`config.mk`:
```
export PLATFORM = sky130hd
export DESIGN_NAME = tx_pkt_sched
export DESIGN_NICKNAME = d
export VERILOG_FILES = /design/src/rtl/tx_arb_pkg.sv /design/src/rtl/tx_rr_pick.sv /design/src/rtl/tx_arb_ctrl.sv /design/src/rtl/tx_stream_mux.sv /design/src/rtl/tx_pkt_sched.sv
export SDC_FILE = /design/constraint.sdc
export NUM_CORES = 1
export LEC_CHECK = 0
export BUFFER_PORTS_ARGS = -buffer_cell sky130_fd_sc_hd__buf_2
export CORE_AREA = 2 2 129 131
export CTS_BUF_LIST = sky130_fd_sc_hd__clkbuf_8
export DETAILED_ROUTE_END_ITERATION = 10
export DIE_AREA = 0 0 131 133
export PLACE_DENSITY = 0.42
export SETUP_SLACK_MARGIN = 0.15
export SLEW_MARGIN = 5
export SYNTH_ARGS = -nofsm -noshare
export SYNTH_HDL_FRONTEND = slang
export SYNTH_HIERARCHICAL = 1
export SYNTH_SLANG_ARGS = --single-unit
```
`constraint.sdc`:
```
create_clock -name clk -period 8.1 [get_ports clk]
set_clock_uncertainty 0.05 [all_clocks]
set_input_delay 1.62 -clock clk [delete_from_list [all_inputs] [get_ports clk]]
set_output_delay 1.62 -clock clk [all_outputs]
set_load 0.005 [all_outputs]
```
`src/rtl/tx_arb_pkg.sv`:
```
package tx_arb_pkg;

  // Ownership state of the outbound stream.
  typedef enum logic {
    HOLD_OPEN = 1'b0,
    HOLD_BUSY = 1'b1
  } hold_e;

  // Width of an index into n items, at least one bit.
  function automatic int unsigned idx_w(input int unsigned n);
    return (n > 1) ? $clog2(n) : 1;
  endfunction

endpackage

```
`src/rtl/tx_rr_pick.sv`:
```
module tx_rr_pick #(
  parameter int unsigned N  = 3,
  parameter int unsigned PW = 2
) (
  input  logic [N-1:0]  req,
  input  logic [PW-1:0] ptr,
  output logic [N-1:0]  gnt
);

  // Scan from the preferred index upward, wrapping, and take the first request.
  always_comb begin
    logic        found;
    int unsigned idx;
    gnt   = '0;
    found = 1'b0;
    idx   = 0;
    for (int unsigned k = 0; k < N; k++) begin
      idx = (32'(ptr) + k) % N;
      if (!found && req[idx]) begin
        gnt[idx] = 1'b1;
        found    = 1'b1;
      end
    end
  end

endmodule

```
`src/rtl/tx_arb_ctrl.sv`:
```
module tx_arb_ctrl
  import tx_arb_pkg::*;
#(
  parameter int unsigned N  = 3,
  parameter int unsigned PW = 2
) (
  input  logic          clk,
  input  logic          rst_n,
  input  logic          cpl_req,
  input  logic [N-1:0]  rr_gnt,
  input  logic          fire,
  input  logic          fire_last,
  output logic [PW-1:0] ptr,
  output logic [N:0]    sel
);

  hold_e       hold_q;
  logic [N:0]  held_sel_q;
  logic [PW-1:0] ptr_nxt;

  // Bit 0 of sel is the completion producer, bits N:1 the bulk producers.
  always_comb begin
    if (hold_q == HOLD_BUSY) begin
      sel = held_sel_q;
    end else if (cpl_req) begin
      sel = {{N{1'b0}}, 1'b1};
    end else begin
      sel = {rr_gnt, 1'b0};
    end
  end

  // Preferred index after the bulk producer currently selected.
  always_comb begin
    ptr_nxt = ptr;
    for (int unsigned i = 0; i < N; i++) begin
      if (sel[i+1]) begin
        ptr_nxt = (i + 1 == N) ? '0 : PW'(i + 1);
      end
    end
  end

  always_ff @(posedge clk) begin
    if (!rst_n) begin
      hold_q     <= HOLD_OPEN;
      held_sel_q <= '0;
      ptr        <= '0;
    end else if (fire) begin
      if (fire_last) begin
        hold_q     <= HOLD_OPEN;
        held_sel_q <= '0;
        if (!sel[0]) begin
          ptr <= ptr_nxt;
        end
      end else begin
        hold_q     <= HOLD_BUSY;
        held_sel_q <= sel;
      end
    end
  end

endmodule

```
`src/rtl/tx_stream_mux.sv`:
```
module tx_stream_mux #(
  parameter int unsigned NS = 4,
  parameter int unsigned W  = 64
) (
  input  logic [NS-1:0] sel,
  input  logic [NS-1:0] src_valid,
  input  logic [W-1:0]  src_data [NS],
  input  logic [NS-1:0] src_last,
  input  logic          out_ready,
  output logic          out_valid,
  output logic [W-1:0]  out_data,
  output logic          out_last,
  output logic [NS-1:0] src_ready
);

  // One-hot AND-OR selection keeps the data path shallow.
  always_comb begin
    out_valid = 1'b0;
    out_data  = '0;
    out_last  = 1'b0;
    for (int unsigned s = 0; s < NS; s++) begin
      out_valid = out_valid | (sel[s] & src_valid[s]);
      out_data  = out_data  | ({W{sel[s]}} & src_data[s]);
      out_last  = out_last  | (sel[s] & src_last[s]);
    end
  end

  assign src_ready = sel & {NS{out_ready}};

endmodule

```
`src/rtl/tx_pkt_sched.sv`:
```
module tx_pkt_sched #(
  parameter int unsigned DATA_W = 64,
  parameter int unsigned N_BULK = 3
) (
  input  logic                     clk,
  input  logic                     rst_n,
  input  logic                     cpl_valid,
  input  logic [DATA_W-1:0]        cpl_data,
  input  logic                     cpl_last,
  output logic                     cpl_ready,
  input  logic [N_BULK-1:0]        bulk_valid,
  input  logic [N_BULK*DATA_W-1:0] bulk_data,
  input  logic [N_BULK-1:0]        bulk_last,
  output logic [N_BULK-1:0]        bulk_ready,
  output logic                     out_valid,
  output logic [DATA_W-1:0]        out_data,
  output logic                     out_last,
  input  logic                     out_ready
);

  localparam int unsigned NSRC = N_BULK + 1;
  localparam int unsigned PW   = tx_arb_pkg::idx_w(N_BULK);

  logic [DATA_W-1:0] src_data [NSRC];
  logic [NSRC-1:0]   src_valid;
  logic [NSRC-1:0]   src_last;
  logic [NSRC-1:0]   src_ready;
  logic [NSRC-1:0]   sel;
  logic [N_BULK-1:0] rr_gnt;
  logic [PW-1:0]     ptr;
  logic              fire;

  assign src_data[0] = cpl_data;
  assign src_valid   = {bulk_valid, cpl_valid};
  assign src_last    = {bulk_last, cpl_last};

  for (genvar g = 0; g < N_BULK; g++) begin : g_unpack
    assign src_data[g+1] = bulk_data[g*DATA_W +: DATA_W];
  end

  assign fire       = out_valid & out_ready;
  assign cpl_ready  = src_ready[0];
  assign bulk_ready = src_ready[NSRC-1:1];

  tx_rr_pick #(.N(N_BULK), .PW(PW)) u_pick (
    .req (bulk_valid),
    .ptr (ptr),
    .gnt (rr_gnt)
  );

  tx_arb_ctrl #(.N(N_BULK), .PW(PW)) u_ctrl (
    .clk       (clk),
    .rst_n     (rst_n),
    .cpl_req   (cpl_valid),
    .rr_gnt    (rr_gnt),
    .fire      (fire),
    .fire_last (out_last),
    .ptr       (ptr),
    .sel       (sel)
  );

  tx_stream_mux #(.NS(NSRC), .W(DATA_W)) u_mux (
    .sel       (sel),
    .src_valid (src_valid),
    .src_data  (src_data),
    .src_last  (src_last),
    .out_ready (out_ready),
    .out_valid (out_valid),
    .out_data  (out_data),
    .out_last  (out_last),
    .src_ready (src_ready)
  );

endmodule

```
-- Yosys cells after proc, flatten, opt, wreduce, memory -nomap -nowiden
Index checks and enable logic that the tools add are counted.
- input port bits: 267
- bits in registers: 7
- word-level logic and storage cells: 73
- multiplexer cells: 24
- bitwise gates (word level): 26
- divide/modulo/power cells: 3
- add/subtract/negate cells: 2
- magnitude comparators: 6
- reduce and logical (&&, ||, !) cells: 9
- operators with widths (cell ; number):
    $and 64x64->64 ; 4
    $or 64x64->64 ; 3
    $ge 32x1->1 const B ; 3
    $lt 32x3->1 const B ; 3
    $mod 32x2->32 const B ; 2
    $mod 2x2->32 const B ; 1
    $mux 4 ; 3
    $and 1x1->1 ; 9
    $mux 1 ; 9
    $mux 3 ; 3
    $bmux 1 s2 ; 3
    $demux 1 s2 ; 3
    $mux 2 ; 3
    $or 1x1->1 ; 6
    $or 3x3->3 ; 2
    $logic_and 1x1->1 ; 5
    $and 4x4->4 ; 1
    $reduce_and 4->1 ; 1
    $add 2x1->3 const B ; 1
    $add 2x2->3 const B ; 1
    $reduce_bool 3->1 ; 1
    $logic_not 1->1 ; 2
    $not 1->1 ; 1

-- Longest topological paths before layout
Gate-level depths: netlist of the first run.
- word-level depth: 18
- mapped depth: 17
- gate-level depth less buffers: 15

-- By module
Netlist of the first run, hierarchy kept.
- modules (own cells, without submodules) (module ; sequential area each (µm²) ; area each (µm²) ; cells each ; times used):
    tx_stream_mux ; 0.0 ; 1442.6 ; 230 ; 1
    tx_arb_ctrl ; 140.1 ; 367.9 ; 44 ; 1
    tx_rr_pick ; 0.0 ; 265.3 ; 35 ; 1
    tx_pkt_sched ; 0.0 ; 6.3 ; 1 ; 1

-- Worst setup path before layout of the first run
Ideal clock, no wire load.
- kind: input -> output
- start: in bulk_valid[2]
- end: out out_data[34]
- stages: 10
- required time: 6.430 ns
- arrival: 3.274 ns
- slack: 3.156 ns
- path through: and4bb_2 -> a311o_1 -> a32oi_1 -> o21ai_1 -> a22oi_1 -> inv_1 -> buf_4 -> buf_2 -> a22oi_1 -> nand2_1
- longest elaborated chain between the ends: 15
- ends and longest elaborated chain (what ; line ; text):
    from (decl) ; tx_pkt_sched.sv:11 ; input logic [N_BULK-1:0] bulk_valid,
    $bmux 1 s2 ; tx_rr_pick.sv:19 ; if (!found && req[idx]) begin
    $mux 1 (implied by the code) ; tx_rr_pick.sv:19 ;
    $mux 1 ; tx_rr_pick.sv:19 ;
    $logic_not 1->1 ; tx_rr_pick.sv:19 ;
    $logic_and 1x1->1 ; tx_rr_pick.sv:19 ;
    $mux 1 ; tx_rr_pick.sv:19 ;
    $logic_not 1->1 ; tx_rr_pick.sv:19 ;
    $logic_and 1x1->1 ; tx_rr_pick.sv:19 ;
    $mux 3 * ; tx_rr_pick.sv:19 ;
    named net rr_gnt[0] ; tx_pkt_sched.sv:29 ; logic [N_BULK-1:0] rr_gnt;
    $mux 4 * ; tx_arb_ctrl.sv:25 ; end else if (cpl_req) begin
    $mux 4 * ; tx_arb_ctrl.sv:23 ; if (hold_q == HOLD_BUSY) begin
    named net sel[1] ; tx_pkt_sched.sv:28 ; logic [NSRC-1:0] sel;
    $and 64x64->64 * ; tx_stream_mux.sv:23 ; out_data = out_data | ({W{sel[s]}} & src_data[s]);
    $or 64x64->64 * (3 in series) ; tx_stream_mux.sv:23 ;
    to (decl) ; tx_pkt_sched.sv:16 ; output logic [DATA_W-1:0] out_data,
Mark *: on every way through the listed nets, which the timed path passes. The rest lies on a longest branch. The select of a mux whose other input is x is not followed.

-- Worst setup path in the final report of the first run
- start: in bulk_valid[2]
- end: out out_last
- longest elaborated chain between the ends: 15
- ends and longest elaborated chain (what ; line ; text):
    $bmux 1 s2 ; tx_rr_pick.sv:19 ;
    $mux 1 (implied by the code) ; tx_rr_pick.sv:19 ;
    $mux 1 ; tx_rr_pick.sv:19 ;
    $logic_not 1->1 ; tx_rr_pick.sv:19 ;
    $logic_and 1x1->1 ; tx_rr_pick.sv:19 ;
    $mux 1 ; tx_rr_pick.sv:19 ;
    $logic_not 1->1 ; tx_rr_pick.sv:19 ;
    $logic_and 1x1->1 ; tx_rr_pick.sv:19 ;
    $mux 3 * ; tx_rr_pick.sv:19 ;
    named net rr_gnt[0] ; tx_pkt_sched.sv:29 ;
    $mux 4 * ; tx_arb_ctrl.sv:25 ;
    $mux 4 * ; tx_arb_ctrl.sv:23 ;
    named net sel[1] ; tx_pkt_sched.sv:28 ;
    $and 1x1->1 * ; tx_stream_mux.sv:24 ; out_last = out_last | (sel[s] & src_last[s]);
    $or 1x1->1 * (3 in series) ; tx_stream_mux.sv:24 ;
    to (decl) ; tx_pkt_sched.sv:17 ; output logic out_last,
Marks and branches as above.

==> results of run 1 <==
-- cell families (layout without fill, tap and decap cells) --
logic type	after synthesis	after routing	share of synthesized area [%]
AO/OA/AOI/OAI	158	158	56.4
multiplexers	4	4	2.10
AND/OR/NAND/NOR	97	97	21.0
flip-flops	7	7	6.73
adder cells (fa/ha/maj)	4	4	2.40
buffers and inverters	40	354	11.4
-- critical path, cell delays in order --
cell,delay [ns]
buf_2,0.15
and4bb_2,0.25
a311o_1,0.33
a32oi_1,0.20
o21ai_1,0.10
a22oi_1,0.28
inv_2,0.26
buf_4,0.37
a22oi_1,0.21
nand2_1,0.14
buf_2,0.16
-- final cells by class --
class	instances	area, sq um	share of cell area [%]
timing repair buffer	341	1720	43.8
sequential	7	140	3.57
tap	220	275	7.01
clock buffer	3	41.3	1.05
multi-input combinational	263	1710	43.6
clock inverter	1	3.75	0.0956
inverter	9	33.8	0.860
-- cell usage after synthesis (3+ instances only) --
cell / n / area [sq um]
buf_2: 21 / 105
inv_1: 7 / 26.3
nor2b_1: 3 / 18.8
mux2i_1: 3 / 30.0
buf_6: 6 / 67.6
a22oi_1: 133 / 998
buf_4: 4 / 30.0
nand2_1: 71 / 267
dfxtp_1: 7 / 140
o21ai_0: 5 / 25.0
o21ai_1: 3 / 15.0
and2_1: 8 / 50.1
o22ai_1: 5 / 31.3
ha_1: 4 / 50.1
-- metrics by stage --
| step | instances | worst slack [ns] | power, W | hold WS [ns] | utilization (%) |
|---|---|---|---|---|---|
| after floorplan | 310 | 3.16 | 0.000138 | 0.411 | - |
| after global placement | 840 | 2.35 | 0.000267 | 0.440 | 24.0 |
| after detailed placement | 840 | 2.34 | 0.000266 | 0.447 | 24.0 |
| after CTS | 844 | 2.33 | 0.000317 | 0.452 | 24.3 |
| after global routing | 844 | 2.07 | 0.000342 | 0.497 | 24.3 |
| final | 844 | 2.34 | 0.000312 | 0.453 | 24.3 |
-- power groups by stage --
stage                     combinational, W   clock, W  sequential, W
after floorplan                   0.000101          0      0.0000368
after global placement            0.000229          0      0.0000379
after detailed placement          0.000229          0      0.0000379
after CTS                         0.000230  0.0000496      0.0000373
after global routing              0.000252  0.0000527      0.0000375
final                             0.000227  0.0000483      0.0000373
-- worst min path at each step --
stage                                from                    endpoint  slack, ns  cells past startpoint
5_1_grt        u_ctrl/ptr[1]$_SDFFE_PN0P_  u_ctrl/ptr[1]$_SDFFE_PN0P_       0.50                      2
6_report       u_ctrl/ptr[1]$_SDFFE_PN0P_  u_ctrl/ptr[1]$_SDFFE_PN0P_       0.45                      2
2_1_floorplan  u_ctrl/ptr[1]$_SDFFE_PN0P_  u_ctrl/ptr[1]$_SDFFE_PN0P_       0.41                      2
3_3_place_gp   u_ctrl/ptr[1]$_SDFFE_PN0P_  u_ctrl/ptr[1]$_SDFFE_PN0P_       0.44                      2
4_1_cts        u_ctrl/ptr[1]$_SDFFE_PN0P_  u_ctrl/ptr[1]$_SDFFE_PN0P_       0.45                      2
3_5_place_dp   u_ctrl/ptr[1]$_SDFFE_PN0P_  u_ctrl/ptr[1]$_SDFFE_PN0P_       0.45                      2
-- metal layers --
layer / part of all wire, % / routed length (microns)
met4: 0.34 / 44
met3: 7.7 / 994
met1: 43 / 5510
met2: 49 / 6290
met5: 0 / 0
-- sequential cells by signal (all words and copies together), names as in the netlist --
name	cells
u_ctrl/hold_q	1
u_ctrl/held_sel_q	4
u_ctrl/ptr	2
-- cell usage in the layout, fill, tap and decap left out, types with 3 or more instances in the layout --
cell type	netlist	routed
mux2i_1	3	3
buf_4	4	5
o21ai_0	5	5
o21ai_1	3	3
and2_1	8	8
dfxtp_1	7	7
inv_2	2	3
nand2_1	71	71
buf_2	21	336
a22oi_1	133	133
o22ai_1	5	5
clkbuf_8	0	3
inv_1	7	7
ha_1	4	4
nor2b_1	3	3
==> impl_results.md, run 1 <==
* Max Cap Violations at 0
* CTS max path bufs at 2
* Largest net degree at the start of global routing at 44
* Worst reg-to-reg path cell count at 14
* Status: finished, final reports clean
* CTS Hold Bufs at 0
* Die Y at 133 microns
* Critical path data required time at 6.43 ns
* Area of the core at 16,200 sq um
* Busiest grt layer: met2
* Synthesized area at 2080 sq um
* Initial Util at 12.9%
* Hpwl dp at 10,500 microns
* Fin area at 3930 sq um
* Vias post-DR at 3,683
* Area post-placement at 3880 sq um
* CP Max Fanout at 43
* Worst slew pin tran at 0.651 ns
* Vias in the first global route at 3,410
* Die ar. at 17,400 sq um
* Reg clk slew, reported paths at 0.04 ns
* Crit. Startpoint: bulk_valid[2]
* Top_reg_cell synth: dfxtp_1
* Worst-Skew Late Latency at 0.23 ns
* Port bufs at 336
* Layout cells sized above 1 at 56.7%
* Peak VDD IR at 0.0000787 V
* Seq/Total Area, Yosys at 6.73%
* Clock Power Share at 15.5%
* CTS Root Cell: clkbuf_8
* Synth Register Bits at 7
* Number of synthesized flops with an enable pin at 0
* Antenna violations before repair at 0
* CTS Sinks at 7
* CP endpoint: out_last
* Unrepaired setup endpoints after global routing: no
* Grt met2 use at 23.7%
* Filler cell count at 1,871
* Net Count, Synth at 581
* Tcrit/Tclk final at 71.1%
* Cells after Synth at 310
* Pwr Density at 79.5 nW/um^2
* Int Pwr at 0.000182 W
* Drt first pass iters at 5
* # IOs at 337
* H-tree levels at 1
* Max_slew headroom at 56.6%
* Total wire length at 12,800 microns
* Setup_tns at 0 ns
* Vias per std cell at 4.36
* Avg Synthesized Cell Area at 6.72 sq um
* Critical R2R Launch: u_ctrl/ptr[0]$_SDFFE_PN0P_
* Yosys cell types at 34
* Tmin final at 5.76 ns
* GP Congestion at 0.767
* R2r endpoint: u_ctrl/held_sel_q[0]$_SDFFE_PN0P_
* Yosys warns at 6
* Final net count at 896
* CP Capture Type: primary output
* Critical Path AT at 4.09 ns
* First-pass GRT wire length at 18,300 microns
* Worst-case register-to-register setup slack at 4.41 ns
* Net switching power at 0.000130 W
* Final setup fails at 0
* Post-CTS sizing at 0
* Crit Path Category: in -> out
* Logic gate share of total power at 72.6%
* Fin. Hold Viols at 0
* Asr flop ratio synth at 0%
* Cts bufs inserted at 3
* Startpoint types: primary input
* Antenna-violating nets left at 0
* Lkg Pwr at 2.16 nW
* M3 GR Usage at 1.29%
* DRC errors left at 0
* Routed len/inst at 15.2 microns
* Die width at 131 microns
* # rows at 47
* GRT overflow at 0
* # Post-CTS Setup Buffers at 0
* Fin. max-slew vios at 0
* Fmax at 174 MHz
* GRT Total Usage at 13.1%
* Number of diodes at 0
* Area growth from synthesis to layout at 88.6%
* Initial DRC Count at 213
* Met1 Usage GRT at 17.2%
* Switching share of power at 41.6%
* CTS tree: done
* Register share of total power at 12.0%
* Hold Crit Class: reg -> reg
No activity file was read; power rests on OpenSTA's default activity.
==> run 2, diff against run 1 <==
Settings changed: ABC_AREA set to 1, CORE_AREA 2 2 129 131 to 2 2 130 132, DIE_AREA 0 0 131 133 to 0 0 132 134, PLACE_DENSITY 0.42 to 0.5.
Clock period 8.1 ns to 5.15 ns, I/O delays scaled along.
==> impl_results.md, run 2 <==
* Status: finished, final reports clean
* Fin. max-slew vios at 0
* Avg Synthesized Cell Area at 4.16 sq um
* DRC errors left at 0
* Yosys cell types at 19
* Die ar. at 17,700 sq um
* Tmin final at 4.07 ns
* Hold Crit Class: reg -> reg
* # IOs at 337
* Fmax at 245 MHz
* Tcrit/Tclk final at 79.1%
* Worst reg-to-reg path cell count at 22
* Commonest non-fill, non-tap cells in the layout: nand2_1, buf_2, inv_1, nand3_1, dfxtp_1
* Hpwl dp at 11,100 microns
* Number of synthesized flops with an enable pin at 0
* Post-CTS sizing at 0
* GRT overflow at 0
* Net Count, Synth at 993
* Max Cap Violations at 0
* Port bufs at 336
* CP Max Fanout at 27
* Max_slew headroom at 53.9%
* Seq/Total Area, Yosys at 4.66%
* Die width at 132 microns
* Initial Util at 18.4%
* Setup_tns at 0 ns
* Startpoint types: primary input
* Biggest regs: u_ctrl/held_sel_q (4), u_ctrl/ptr (2), u_ctrl/hold_q (1)
* R2r endpoint: u_ctrl/ptr[0]$_SDFFE_PN0P_
* Share of the synthesized area in the top cell type at 62.3%
* CP Capture Type: primary output
* Vias post-DR at 4,820
* Most flops, register: u_ctrl/held_sel_q
* Critical Path AT at 2.99 ns
* H-tree levels at 1
* Vias in the first global route at 4,461
* Antenna violations before repair at 0
* Final setup fails at 0
* CTS tree: done
* Area post-placement at 4870 sq um
* Worst-Skew Late Latency at 0.22 ns
* CTS Hold Bufs at 0
* Critical path data required time at 4.07 ns
* Cts bufs inserted at 3
* Crit. Startpoint: bulk_valid[1]
* CTS max path bufs at 2
* Die Y at 134 microns
* Most common cell after layout, fill and taps aside: nand2_1
* Lkg Pwr at 3.47 nW
* Synthesized area at 3000 sq um
* Post-synth top area cell: nand2_1
* Fin. Hold Viols at 0
* Area of the core at 16,300 sq um
* Worst-case register-to-register setup slack at 1.91 ns
* Synth cell count leaders: nand2_1, inv_1, buf_2
* CTS Sinks at 7
* Asr flop ratio synth at 0%
* Pwr Density at 124 nW/um^2
* Final net count at 1,313
* Worst slew pin tran at 0.690 ns
* # rows at 47
* Antenna-violating nets left at 0
* Top_reg_cell synth: dfxtp_1
* Area growth from synthesis to layout at 63.6%
* Yosys warns at 6
* Drt first pass iters at 4
* Total wire length at 13,600 microns
* Vias per std cell at 3.82
* Unrepaired setup endpoints after global routing: no
* Number of diodes at 0
* Layout cells sized above 1 at 34.7%
* Crit Path Category: in -> out
* # Post-CTS Setup Buffers at 0
* Largest net degree at the start of global routing at 39
* First-pass GRT wire length at 21,300 microns
* Critical R2R Launch: u_ctrl/ptr[0]$_SDFFE_PN0P_
* Cells after Synth at 722
* Reg clk slew, reported paths at 0.04 ns
* Peak VDD IR at 0.000175 V
* CP endpoint: out_data[20]
* GP Congestion at 0.835
* Initial DRC Count at 167
* Fin area at 4910 sq um
* Area contributors post-synth: nand2_1, inv_1, dfxtp_1
* Synth Register Bits at 7
* Placed instance count at 1,257
* Max reg flops at 4
* Top-count cell post-synth: nand2_1
* GRT Total Usage at 14.2%
* Routed len/inst at 10.8 microns
* CTS Root Cell: clkbuf_8
* Non-Filler Instances at 1,261
-- run 2: cell families after synthesis --
kind of cell,after synthesis,share of synthesized area [%]
adder cells (fa/ha/maj),4,1.67
flip-flops,7,4.66
buffers and inverters,178,24.2
AND/OR/NAND/NOR,525,67.5
AO/OA/AOI/OAI,8,1.96
-- run 2: layer usage --
layer / track usage (%) / wire (microns)
met2: 26.4 / 6500
met3: 2.53 / 1110
met4: 1.63 / 153
met1: 17.6 / 5810
met5: 0 / 0
-- run 2: power breakdown --
| group | switching [W] | total, W | internal [W] |
|---|---|---|---|
| sequential | 0.00000204 | 0.0000586 | 0.0000566 |
| combinational | 0.000260 | 0.000474 | 0.000214 |
| clock | 0.0000245 | 0.0000761 | 0.0000516 |
-- run 2: worst max-delay path, cell delays in order --
cell and delay, ns:
buf_2 0.12, nand2_1 0.07, nand2_2 0.07, a21oi_4 0.20
nand4_1 0.11, nand3_1 0.08, nand2_1 0.06, nand2_2 0.46
buf_4 0.40, nand2_1 0.11, nand2_1 0.08, inv_1 0.04
nand2_1 0.05, buf_2 0.10
-- run 2: worst min-delay path by stage --
stage | start | endpoint | slack (ns) | depth (start not counted)
2_1_floorplan | u_ctrl/held_sel_q[1]$_SDFFE_PN0P_ | u_ctrl/held_sel_q[1]$_SDFFE_PN0P_ | 0.39 | 2
3_3_place_gp | u_ctrl/held_sel_q[1]$_SDFFE_PN0P_ | u_ctrl/held_sel_q[1]$_SDFFE_PN0P_ | 0.41 | 2
3_5_place_dp | u_ctrl/held_sel_q[1]$_SDFFE_PN0P_ | u_ctrl/held_sel_q[1]$_SDFFE_PN0P_ | 0.42 | 2
4_1_cts | u_ctrl/held_sel_q[1]$_SDFFE_PN0P_ | u_ctrl/held_sel_q[1]$_SDFFE_PN0P_ | 0.43 | 2
5_1_grt | u_ctrl/held_sel_q[2]$_SDFFE_PN0P_ | u_ctrl/held_sel_q[2]$_SDFFE_PN0P_ | 0.44 | 2
6_report | u_ctrl/held_sel_q[1]$_SDFFE_PN0P_ | u_ctrl/held_sel_q[1]$_SDFFE_PN0P_ | 0.42 | 2
-- run 2: area by class of cell --
class | instances | area [sq um]
Tap cell | 220 | 275
Clock inverter | 1 | 3.75
Inverter | 150 | 563
Timing Repair Buffer | 343 | 1750
Fill cell | 1939 | 11400
Clock buffer | 3 | 41.3
Sequential cell | 7 | 140
Multi-Input combinational cell | 537 | 2140
-- run 2: stage by stage --
stage          setup WS [ns]  util, %  power, W  hold WS (ns)
2_1_floorplan           1.87        -  0.000303         0.395
3_3_place_gp            1.05     29.9  0.000537         0.410
3_5_place_dp            1.03     29.9  0.000539         0.419
4_1_cts                 1.02     30.2  0.000618         0.427
5_1_grt                0.697     30.2  0.000683         0.444
6_report                1.08     30.2  0.000608         0.425
